**src/rtl/i2s_regen_pkg.sv**
```systemverilog
package i2s_regen_pkg;
  localparam int unsigned CNT_W_DEF    = 9;  // MCLK/512 frame
  localparam int unsigned BCLK_BIT_DEF = 2;  // MCLK/8 bit clock
  localparam int unsigned SYNC_N_DEF   = 2;  // synchronizer depth, >= 2
endpackage

```
**src/rtl/i2s_ws_sync.sv**
```systemverilog
module i2s_ws_sync #(
  parameter int unsigned STAGES = 2
) (
  input  logic clk_i,
  input  logic rst_ni,
  input  logic ws_i,
  output logic fall_o
);
  logic [STAGES-1:0] sync_q;
  logic              last_q;

  always_ff @(posedge clk_i or negedge rst_ni) begin
    if (!rst_ni) begin
      sync_q <= '0;
      last_q <= 1'b0;
    end else begin
      sync_q <= {sync_q[STAGES-2:0], ws_i};
      last_q <= sync_q[STAGES-1];
    end
  end

  assign fall_o = last_q & ~sync_q[STAGES-1];
endmodule

```
**src/rtl/i2s_div_counter.sv**
```systemverilog
module i2s_div_counter #(
  parameter int unsigned W   = 9,
  parameter int unsigned TAP = 2
) (
  input  logic         clk_i,
  input  logic         rst_ni,
  input  logic         load_i,
  input  logic [W-1:0] load_val_i,
  output logic [W-1:0] cnt_o,
  output logic         tap_next_o
);
  localparam logic [W-1:0] ONE = W'(1);
  logic [W-1:0] cnt_d;

  always_comb cnt_d = load_i ? load_val_i : cnt_o + ONE;

  always_ff @(posedge clk_i or negedge rst_ni) begin
    if (!rst_ni) cnt_o <= '0;
    else         cnt_o <= cnt_d;
  end

  assign tap_next_o = cnt_d[TAP];
endmodule

```
**src/rtl/i2s_sd_retime.sv**
```systemverilog
module i2s_sd_retime (
  input  logic clk_i,
  input  logic rst_ni,
  input  logic upd_i,
  input  logic sd_i,
  output logic sd_o
);
  always_ff @(posedge clk_i or negedge rst_ni) begin
    if (!rst_ni)    sd_o <= 1'b0;
    else if (upd_i) sd_o <= sd_i;
  end
endmodule

```
**src/rtl/i2s_clock_regen.sv**
```systemverilog
module i2s_clock_regen
  import i2s_regen_pkg::*;
#(
  parameter int unsigned CNT_W    = CNT_W_DEF,
  parameter int unsigned BCLK_BIT = BCLK_BIT_DEF,
  parameter int unsigned SYNC_N   = SYNC_N_DEF
) (
  input  logic mclk_i,
  input  logic rst_ni,
  input  logic host_ws_i,
  input  logic host_sd_i,
  input  logic rearm_i,
  output logic bclk_o,
  output logic ws_o,
  output logic sd_o,
  output logic locked_o
);
  // host fall seen SYNC_N edges late: preload that many counts
  localparam logic [CNT_W-1:0] LOAD_VAL = CNT_W'(SYNC_N);

  logic             ws_fall;
  logic             do_load;
  logic             bclk_next;
  logic [CNT_W-1:0] div_cnt;

  i2s_ws_sync #(.STAGES(SYNC_N)) u_sync (
    .clk_i  (mclk_i),
    .rst_ni (rst_ni),
    .ws_i   (host_ws_i),
    .fall_o (ws_fall)
  );

  assign do_load = ws_fall & ~locked_o & ~rearm_i;

  always_ff @(posedge mclk_i or negedge rst_ni) begin
    if (!rst_ni)      locked_o <= 1'b0;
    else if (rearm_i) locked_o <= 1'b0;
    else if (do_load) locked_o <= 1'b1;
  end

  i2s_div_counter #(.W(CNT_W), .TAP(BCLK_BIT)) u_cnt (
    .clk_i      (mclk_i),
    .rst_ni     (rst_ni),
    .load_i     (do_load),
    .load_val_i (LOAD_VAL),
    .cnt_o      (div_cnt),
    .tap_next_o (bclk_next)
  );

  assign bclk_o = div_cnt[BCLK_BIT];
  assign ws_o   = div_cnt[CNT_W-1];

  i2s_sd_retime u_sd (
    .clk_i  (mclk_i),
    .rst_ni (rst_ni),
    .upd_i  (bclk_o & ~bclk_next),
    .sd_i   (host_sd_i),
    .sd_o   (sd_o)
  );
endmodule

```
**config.mk**
```make
export PLATFORM = sky130hd
export DESIGN_NAME = i2s_clock_regen
export DESIGN_NICKNAME = d
export VERILOG_FILES = /design/src/rtl/i2s_regen_pkg.sv /design/src/rtl/i2s_ws_sync.sv /design/src/rtl/i2s_div_counter.sv /design/src/rtl/i2s_sd_retime.sv /design/src/rtl/i2s_clock_regen.sv
export SDC_FILE = /design/constraint.sdc
export NUM_CORES = 1
export LEC_CHECK = 0
export ABC_AREA = 1
export ABC_CLOCK_PERIOD_IN_PS = 1250
export BUFFER_PORTS_ARGS = -buffer_cell sky130_fd_sc_hd__buf_2
export CAP_MARGIN = 5
export CELL_PAD_IN_SITES_DETAIL_PLACEMENT = 0
export CELL_PAD_IN_SITES_GLOBAL_PLACEMENT = 1
export CORE_MARGIN = 2
export CORE_UTILIZATION = 34
export CTS_CLUSTER_DIAMETER = 120
export DETAILED_ROUTE_END_ITERATION = 8
export PLACE_DENSITY_LB_ADDON = 0.1
export SLEW_MARGIN = 30
export SYNTH_ARGS = -nofsm -noshare
export SYNTH_HDL_FRONTEND = slang
export SYNTH_SLANG_ARGS = --single-unit
```
**constraint.sdc**
```tcl
create_clock -name mclk_i -period 1.25 [get_ports mclk_i]
set_input_delay 0.1875 -clock mclk_i [delete_from_list [all_inputs] [get_ports mclk_i]]
set_output_delay 0.1875 -clock mclk_i [all_outputs]
set_load 0.01 [all_outputs]
```
# Yosys cells after proc, flatten, opt, wreduce, memory -nomap -nowiden
# Index checks and enable logic that the tools add are counted.
# word_totals
register_bits,14
elab_cells,18
output_inout_bits,4
# op_classes
reduce_logical,1
n_addsub,1
muxes,3
bitwise_logic,8
# ops
operator,count
"9-bit by 1-bit adder with 9-bit output, second input constant",1
9-bit two-way mux,1
1-bit AND,4
1-bit NOT,4
1-bit two-way mux,2
2-bit nonzero test,1

# Depth between registers and ports, before layout
# Gate-level depths: netlist (run 1).
# logic_depth
word_depth,7
mapped_depth,7
depth_no_buf,7

# By module
# A second synthesis (run 1) with hierarchy kept.
# hier_totals
hier_cells,88
hier_area_um2,678.2
# modules_own_cells
mod,instances,area_per_inst_um2,cells_per_inst
i2s_div_counter,1,489.2,68
i2s_ws_sync,1,85.1,5
i2s_clock_regen,1,63.8,10
i2s_sd_retime,1,40.0,5

# Least setup slack after synthesis (run 1)
# OpenSTA, ideal clock, no wires.
# synth_path
path_kind,register -> register
startpoint,register u_cnt.cnt_o[0]
endpoint,register u_sd.sd_o
path_stages_with_launch,7
arrival_ns,0.971
setup_time_ns,0.117
required_ns,1.133
setup_slack_ns,0.162
cell_sequence,dfrtp_1 > ha_1 > xor2_1 > nand2_1 > nand2_1 > nand2_1 > nand2_1
# synth_via
elab_chain_cells,4
# synth_lines
item,line,source
"start, declared",i2s_div_counter.sv:9,"output logic [W-1:0] cnt_o,"
"start signal, assigned",i2s_div_counter.sv:19,else cnt_o <= cnt_d;
9-bit by 1-bit adder with 9-bit output,i2s_div_counter.sv:15,always_comb cnt_d = load_i ? load_val_i : cnt_o + ONE;
9-bit two-way mux,i2s_div_counter.sv:15,
1-bit NOT,i2s_clock_regen.sv:56,".upd_i (bclk_o & ~bclk_next),"
1-bit AND,i2s_clock_regen.sv:56,
"end signal, assigned",i2s_sd_retime.sv:10,else if (upd_i) sd_o <= sd_i;
"end, declared",i2s_sd_retime.sv:6,output logic sd_o
# Every way passes these cells.
# A chain may end at the register's enable or synchronous reset.

# Final worst setup path (run 1)
# layout_path
startpoint,register u_cnt.cnt_o[0]
endpoint,register u_cnt.cnt_o[8]
# layout_via
elab_chain_cells,2
# layout_lines
item,line,source
9-bit by 1-bit adder with 9-bit output,i2s_div_counter.sv:15,
9-bit two-way mux,i2s_div_counter.sv:15,
net u_cnt.cnt_d[8],i2s_div_counter.sv:13,logic [W-1:0] cnt_d;
# The timed path passes the listed nets, and every way through them passes these cells.

==> results of run 1 <==
[area by class of cell]
| type | count | area, um^2 | area share, % |
|---|---|---|---|
| Timing Repair Buffer | 10 | 60.1 | 8.33 |
| Inverter | 8 | 30.0 | 4.17 |
| Multi-Input combinational cell | 42 | 223 | 30.9 |
| Tap cell | 17 | 21.3 | 2.95 |
| Clock buffer | 4 | 36.3 | 5.03 |
| Sequential cell | 14 | 350 | 48.6 |
[metal layers]
layer,vias to the layer above,track usage (%)
met3,5,2.38
met2,9,18.9
met5,-,0
met4,0,8.57
li1,230,-
met1,207,17.0
[final timing paths]
kind,depth (start not counted),end,startpoint
worst max register to register,6,u_cnt.cnt_o[8]$_DFF_PN0_,u_cnt.cnt_o[0]$_DFF_PN0_
min in group asynchronous,2,u_cnt.cnt_o[2]$_DFF_PN0_,rst_ni
worst min-delay path,2,locked_o$_DFFE_PN0P_,rearm_i
worst min register to register,0,u_sync.sync_q[1]$_DFF_PN0_,u_sync.sync_q[0]$_DFF_PN0_
max in group asynchronous,2,u_cnt.cnt_o[7]$_DFF_PN0_,rst_ni
worst max-delay path,6,u_cnt.cnt_o[8]$_DFF_PN0_,u_cnt.cnt_o[0]$_DFF_PN0_
[stage by stage]
step	std cells	util [%]	total power, mW	hold slack [ns]	area, um^2
after floorplan	64	-	0.915	-0.108	601
after global placement	89	39.2	1.03	0.102	662
after detailed placement	89	39.2	1.03	0.0990	662
after CTS	95	42.5	1.37	0.0702	718
after global routing	95	42.7	1.48	0.103	721
final	95	42.7	1.35	0.0803	721
[cells by family after synthesis]
| logic type | share of synthesized area [%] |
|---|---|
| xor+xnor | 1.46 |
| compound gates | 6.25 |
| simple gates | 26.9 |
| buf+inv | 5.00 |
| flops | 58.3 |
| fa+ha+maj | 2.08 |
[power breakdown]
group	internal (mW)	leakage, nW	total, mW	switching, mW
Sequential	0.566	0.176	0.671	0.104
Combinational	0.147	0.179	0.348	0.201
Clock	0.177	0.0210	0.330	0.152
Total	0.891	0.376	1.35	0.457
[flip-flops by register name, summed over array words and instances (netlist names)]
register	count
u_sync.sync_q	2
locked_o	1
u_sd.sd_o	1
u_sync.last_q	1
u_cnt.cnt_o	9
[cells in the mapped netlist]
master,n
a21oi_1,3
dfrtp_1,14
ha_1,1
inv_1,8
nand2_1,13
nand3_1,2
nand3_2,2
nand3b_1,1
nor2_1,10
nor2_2,1
nor3_1,1
nor3_2,2
o21ai_0,3
o21bai_1,1
or2_2,1
xor2_1,1
[cell usage in the layout (no fill, tap or decap)]
| cell | instances |
|---|---|
| nor2_2 | 1 |
| inv_1 | 8 |
| buf_2 | 8 |
| o21bai_1 | 1 |
| clkbuf_4 | 3 |
| nor3_2 | 2 |
| dlygate4sd3_1 | 2 |
| clkbuf_8 | 1 |
| nand2_1 | 13 |
| dfrtp_1 | 14 |
| nand3_2 | 2 |
| xor2_1 | 1 |
| ha_2 | 1 |
| or2_2 | 1 |
| nor3_1 | 1 |
| o21ai_0 | 3 |
| nand3b_1 | 1 |
| nand3_1 | 2 |
| nor2_1 | 10 |
| a21oi_1 | 3 |
[timing repair]
item / in CTS / in global routing
setup endpoints to repair: 0 / 2
gates resized for setup: 0 / 1
hold buffers: 2 / 0
endpoints found under the hold margin: 15 / 0
==> impl_results.md, run 1 <==
* Final worst path period need at 1.14 ns
* Initial DRT Pass Iterations at 3
* Root Driver: clkbuf_4
* Crit path DAT at 1.32 ns
* DR vias at 451
* First-pass GRT wire length at 1.90 mm
* Max Fclk at 0.878 GHz
* P per Cell Area at 1870 mW/mm^2
* Total number of yosys warnings at 0
* Worst Tran Pin Value at 0.312 ns
* Worst path slowest cell: dfrtp_1
* DRT antenna net count at 0
* Crit-path leading delay family: simple AND/OR/NAND/NOR gates
* TritonCTS clock tree: yes
* Dominant cells by area after synthesis: dfrtp_1 (58%), nand2_1 (8.1%), nor2_1 (6.3%)
* Number of global-route vias before repair at 449
* Cell taking the most area after synthesis: dfrtp_1
* Via density at 4.75
* Filler cell count at 174
* Post-route setup slack at 0.111 ns
* Hold Vio Cnt, Final at 0
* Drt first-iter violations at 5
* Boundary pin count at 9
* Critical Path Sink Type: flop
* IO Port Bufs at 8
* Worst path max stage delay at 0.39 ns
* WL met3 at 31 um
* Pins Over Slew Limit at 0
* Status: finished, final reports clean
* Core area at 0.00169 mm^2
* GRT Total Usage at 12.9%
* CTS Buf Count at 3
* Synth Area per Inst at 9.38 um^2
* Share of the clock period used by the worst path at 91.1%
* Clk_lat worst skew at 0.28 ns
* Avg WL per Cell at 10.7 um
* Drt drc at 0
* HP Class: in -> reg
* H-tree Lvls at 1
* Crit path max fanout at 4
* Share of Yosys cell area claimed by the top area cell type at 58.3%
* Largest net degree at the start of global routing at 15
* Nets@finish at 85
* Seq/Total Area, Yosys at 58.3%
* Chip height at 46.0 um
* Clock slew seen by the registers of the worst setup and hold paths at 0.08 ns
* MaxCap Viol Count at 0
* Diode count at 0
* Final setup skew at 0.00183 ns
* Ratio of cells with drive above 1 in the final layout at 24.4%
* Syn Nets at 70
* P_leak at 0.376 nW
* Hpwl dp at 715 um
* Initial Util at 35.6%
* Die area at 0.00212 mm^2
* Area delta synth->final at 20.0%
* DIE WIDTH at 46.0 um
* RSZ-0062 raised after global routing: false
* Pre-CTS setup slack at 0.0947 ns
* DR WL met2 at 441 um
* Clk sinks at 14
* Initial antenna violation count at 0
* Rel. slew slack at 79.2%
* Grt ovf at 0
* WP data required at 1.43 ns
* Met1 WL at 504 um
* Setup TNS at 0 ns
* Yosys reg bits at 14
* Cell row count at 15
* Critical path, cell by cell: ha_2, nand2_1, nor2_1, nand3_1, nand2_1, nor2_1
* # setup viols final at 0
* Worst Setup Start Kind: flop
* Setup Buffers After CTS at 0
* Synthesized cell area at 601 um^2
* Reg-to-reg slack, setup at 0.11 ns
* Max IR drop VDD at 0.652 mV
* Top Layer Used: met4
* Clock Path Buffers at 2
* Routed WL at 1.02 mm
* Placer Congestion at 0.710
* Worst path buffer plus inverter count at 0
* Netlist cell types at 16
* Gate Count Post-Synth at 64
* Crit Path Category: reg -> reg
Note: power is estimated with default switching activity, not from simulation.
==> run 2: changes to the inputs <==
ABC_CLOCK_PERIOD_IN_PS = 1460   (was 1250)
CELL_PAD_IN_SITES_DETAIL_PLACEMENT = unset   (was 0)
CELL_PAD_IN_SITES_GLOBAL_PLACEMENT = unset   (was 1)
PLACE_DENSITY_LB_ADDON = unset   (was 0.1)
clock period = 1.46 ns   (was 1.25 ns; I/O delays follow)
==> run 2 against run 1 <==
Against the previous run: die area unchanged; critical endpoint unchanged; largest power group unchanged; total power decreased by 15%; utilization down 0.74 points; worst setup slack better by 0.18 ns; cell count fell by 1.1%; critical path depth shrank 1; global-route usage shrank 0.74 points; sequential power is 15% lower; first-iteration DRC count down 60%; clock skew is essentially flat.
==> impl_results.md, run 2 (same netlist as run 1, synthesis figures left out) <==
* Pre-CTS setup slack at 0.299 ns
* Worst Setup Start Kind: flop
* Biggest regs: u_cnt.cnt_o (9), u_sync.sync_q (2)
* Most common library cell in the layout ignoring fill and taps: dfrtp_1
* Cell row count at 15
* P_leak at 0.374 nW
* CTS Buf Count at 3
* RSZ-0062 raised after global routing: false
* Hold WS at 0.0422 ns
* Setup TNS at 0 ns
* Crit path launch: u_cnt.cnt_o[0]$_DFF_PN0_
* Crit Path Category: reg -> reg
* Worst Tran Pin Value at 0.314 ns
* Avg WL per Cell at 10.4 um
* IO Port Bufs at 8
* Clock Path Buffers at 2
* Diode count at 0
* Via density at 4.61
* Largest net degree at the start of global routing at 15
* Initial antenna violation count at 0
* Fin area at 708 um^2
* Most used cell, CP: nor2_1
* Largest register FFs at 9
* Worst path slowest cell: dfrtp_1
* Rel. slew slack at 79.1%
* Hold Vio Cnt, Final at 0
* Post-route setup slack at 0.293 ns
* GRT Total Usage at 12.1%
* Ratio of cells with drive above 1 in the final layout at 23.4%
* Initial Util at 35.6%
* Critical Path Sink Type: flop
* Max IR drop VDD at 0.757 mV
* Setup Buffers After CTS at 0
* First-pass GRT wire length at 1.73 mm
* Reg-to-reg slack, setup at 0.29 ns
* Crit path DAT at 1.34 ns
* Grt ovf at 0
* Worst path max stage delay at 0.41 ns
* Clk sinks at 14
* TritonCTS clock tree: yes
* Root Driver: clkbuf_4
* P per Cell Area at 1610 mW/mm^2
* Status: finished, final reports clean
* Worst r2r src: u_cnt.cnt_o[0]$_DFF_PN0_
* Die area at 0.00212 mm^2
* HP Class: in -> reg
* Crit path max fanout at 4
* FF+latch area at 350 um^2
* Worst path buffer plus inverter count at 0
* DR vias at 433
* # setup viols final at 0
* Max Fclk at 0.857 GHz
* Footprint of the multi-input gates at 220 um^2
* CTS Hold Buffers Added at 1
* Nets@finish at 84
* DIE WIDTH at 46.0 um
* Drt first-iter violations at 2
* Chip height at 46.0 um
* Critical path, cell by cell: ha_1, nand2_1, nor2_1, a21oi_1, nor2_1
* Initial DRT Pass Iterations at 2
* Placer Congestion at 0.699
* Share of the clock period used by the worst path at 79.9%
* Hpwl dp at 712 um
* Final worst path period need at 1.17 ns
* Filler cell count at 172
* Pins Over Slew Limit at 0
* Boundary pin count at 9
* MaxCap Viol Count at 0
* Number of global-route vias before repair at 410
* Core area at 0.00169 mm^2
* Crit-path leading delay family: flip-flops
* Most frequent cells in the layout: dfrtp_1 (14), nand2_1 (13), nor2_1 (10)
* WP data required at 1.64 ns
* Final setup skew at 0.00136 ns
* Clk_lat worst skew at 0.28 ns
* Clock slew seen by the registers of the worst setup and hold paths at 0.08 ns
* Hold path startpoint: host_ws_i
* H-tree Lvls at 1
* DRT antenna net count at 0
* Biggest register: u_cnt.cnt_o
* Drt drc at 0
* Placed instance area at 662 um^2
* Area delta synth->final at 17.9%
* Routed WL at 974 um
* Post-cts repair resize count at 0
==> run 2: routing by layer <==
| metal | global-route usage (%) | up-vias | part of all wire, % |
|---|---|---|---|
| met2 | 17.5 | 7 | 45 |
| met5 | 0 | - | 0 |
| met1 | 15.2 | 194 | 49 |
| met3 | 2.38 | 5 | 1.8 |
| met4 | 10.3 | 0 | 4.3 |
| li1 | - | 227 | - |
==> run 2: worst register-to-register path, cell delays in order (launching register included) <==
cell	delay [ns]
dfrtp_1	0.41
ha_1	0.23
nand2_1	0.15
nor2_1	0.07
a21oi_1	0.14
nor2_1	0.06
==> run 2: worst paths after layout <==
path,end,cells past startpoint
worst max-delay path,u_cnt.cnt_o[8]$_DFF_PN0_,5
worst max register to register,u_cnt.cnt_o[8]$_DFF_PN0_,5
max in group asynchronous,locked_o$_DFFE_PN0P_,2
worst min register to register,u_sync.sync_q[1]$_DFF_PN0_,0
worst min-delay path,u_sync.sync_q[0]$_DFF_PN0_,1
min in group asynchronous,u_sync.last_q$_DFF_PN0_,2
==> run 2: metrics by stage <==
stage | utilization [%] | instances | power [mW]
after global routing | 41.9 | 94 | 1.27
after CTS | 41.9 | 94 | 1.17
after floorplan | - | 64 | 0.784
final | 41.9 | 94 | 1.14
after global placement | 39.2 | 89 | 0.868
after detailed placement | 39.2 | 89 | 0.878
==> run 2: where the power goes <==
group / internal [mW] / total, mW / switching [mW]
combinational: 0.122 / 0.295 / 0.173
clock: 0.152 / 0.277 / 0.125
sequential: 0.485 / 0.571 / 0.0861
==> run 2: cell type report <==
class / instances / area share, %
flip-flops and latches: 14 / 49.5
multi-input cells: 42 / 31.1
repair buffers: 9 / 7.07
clock buffers: 4 / 5.12
inverters: 8 / 4.24
well taps: 17 / 3.00
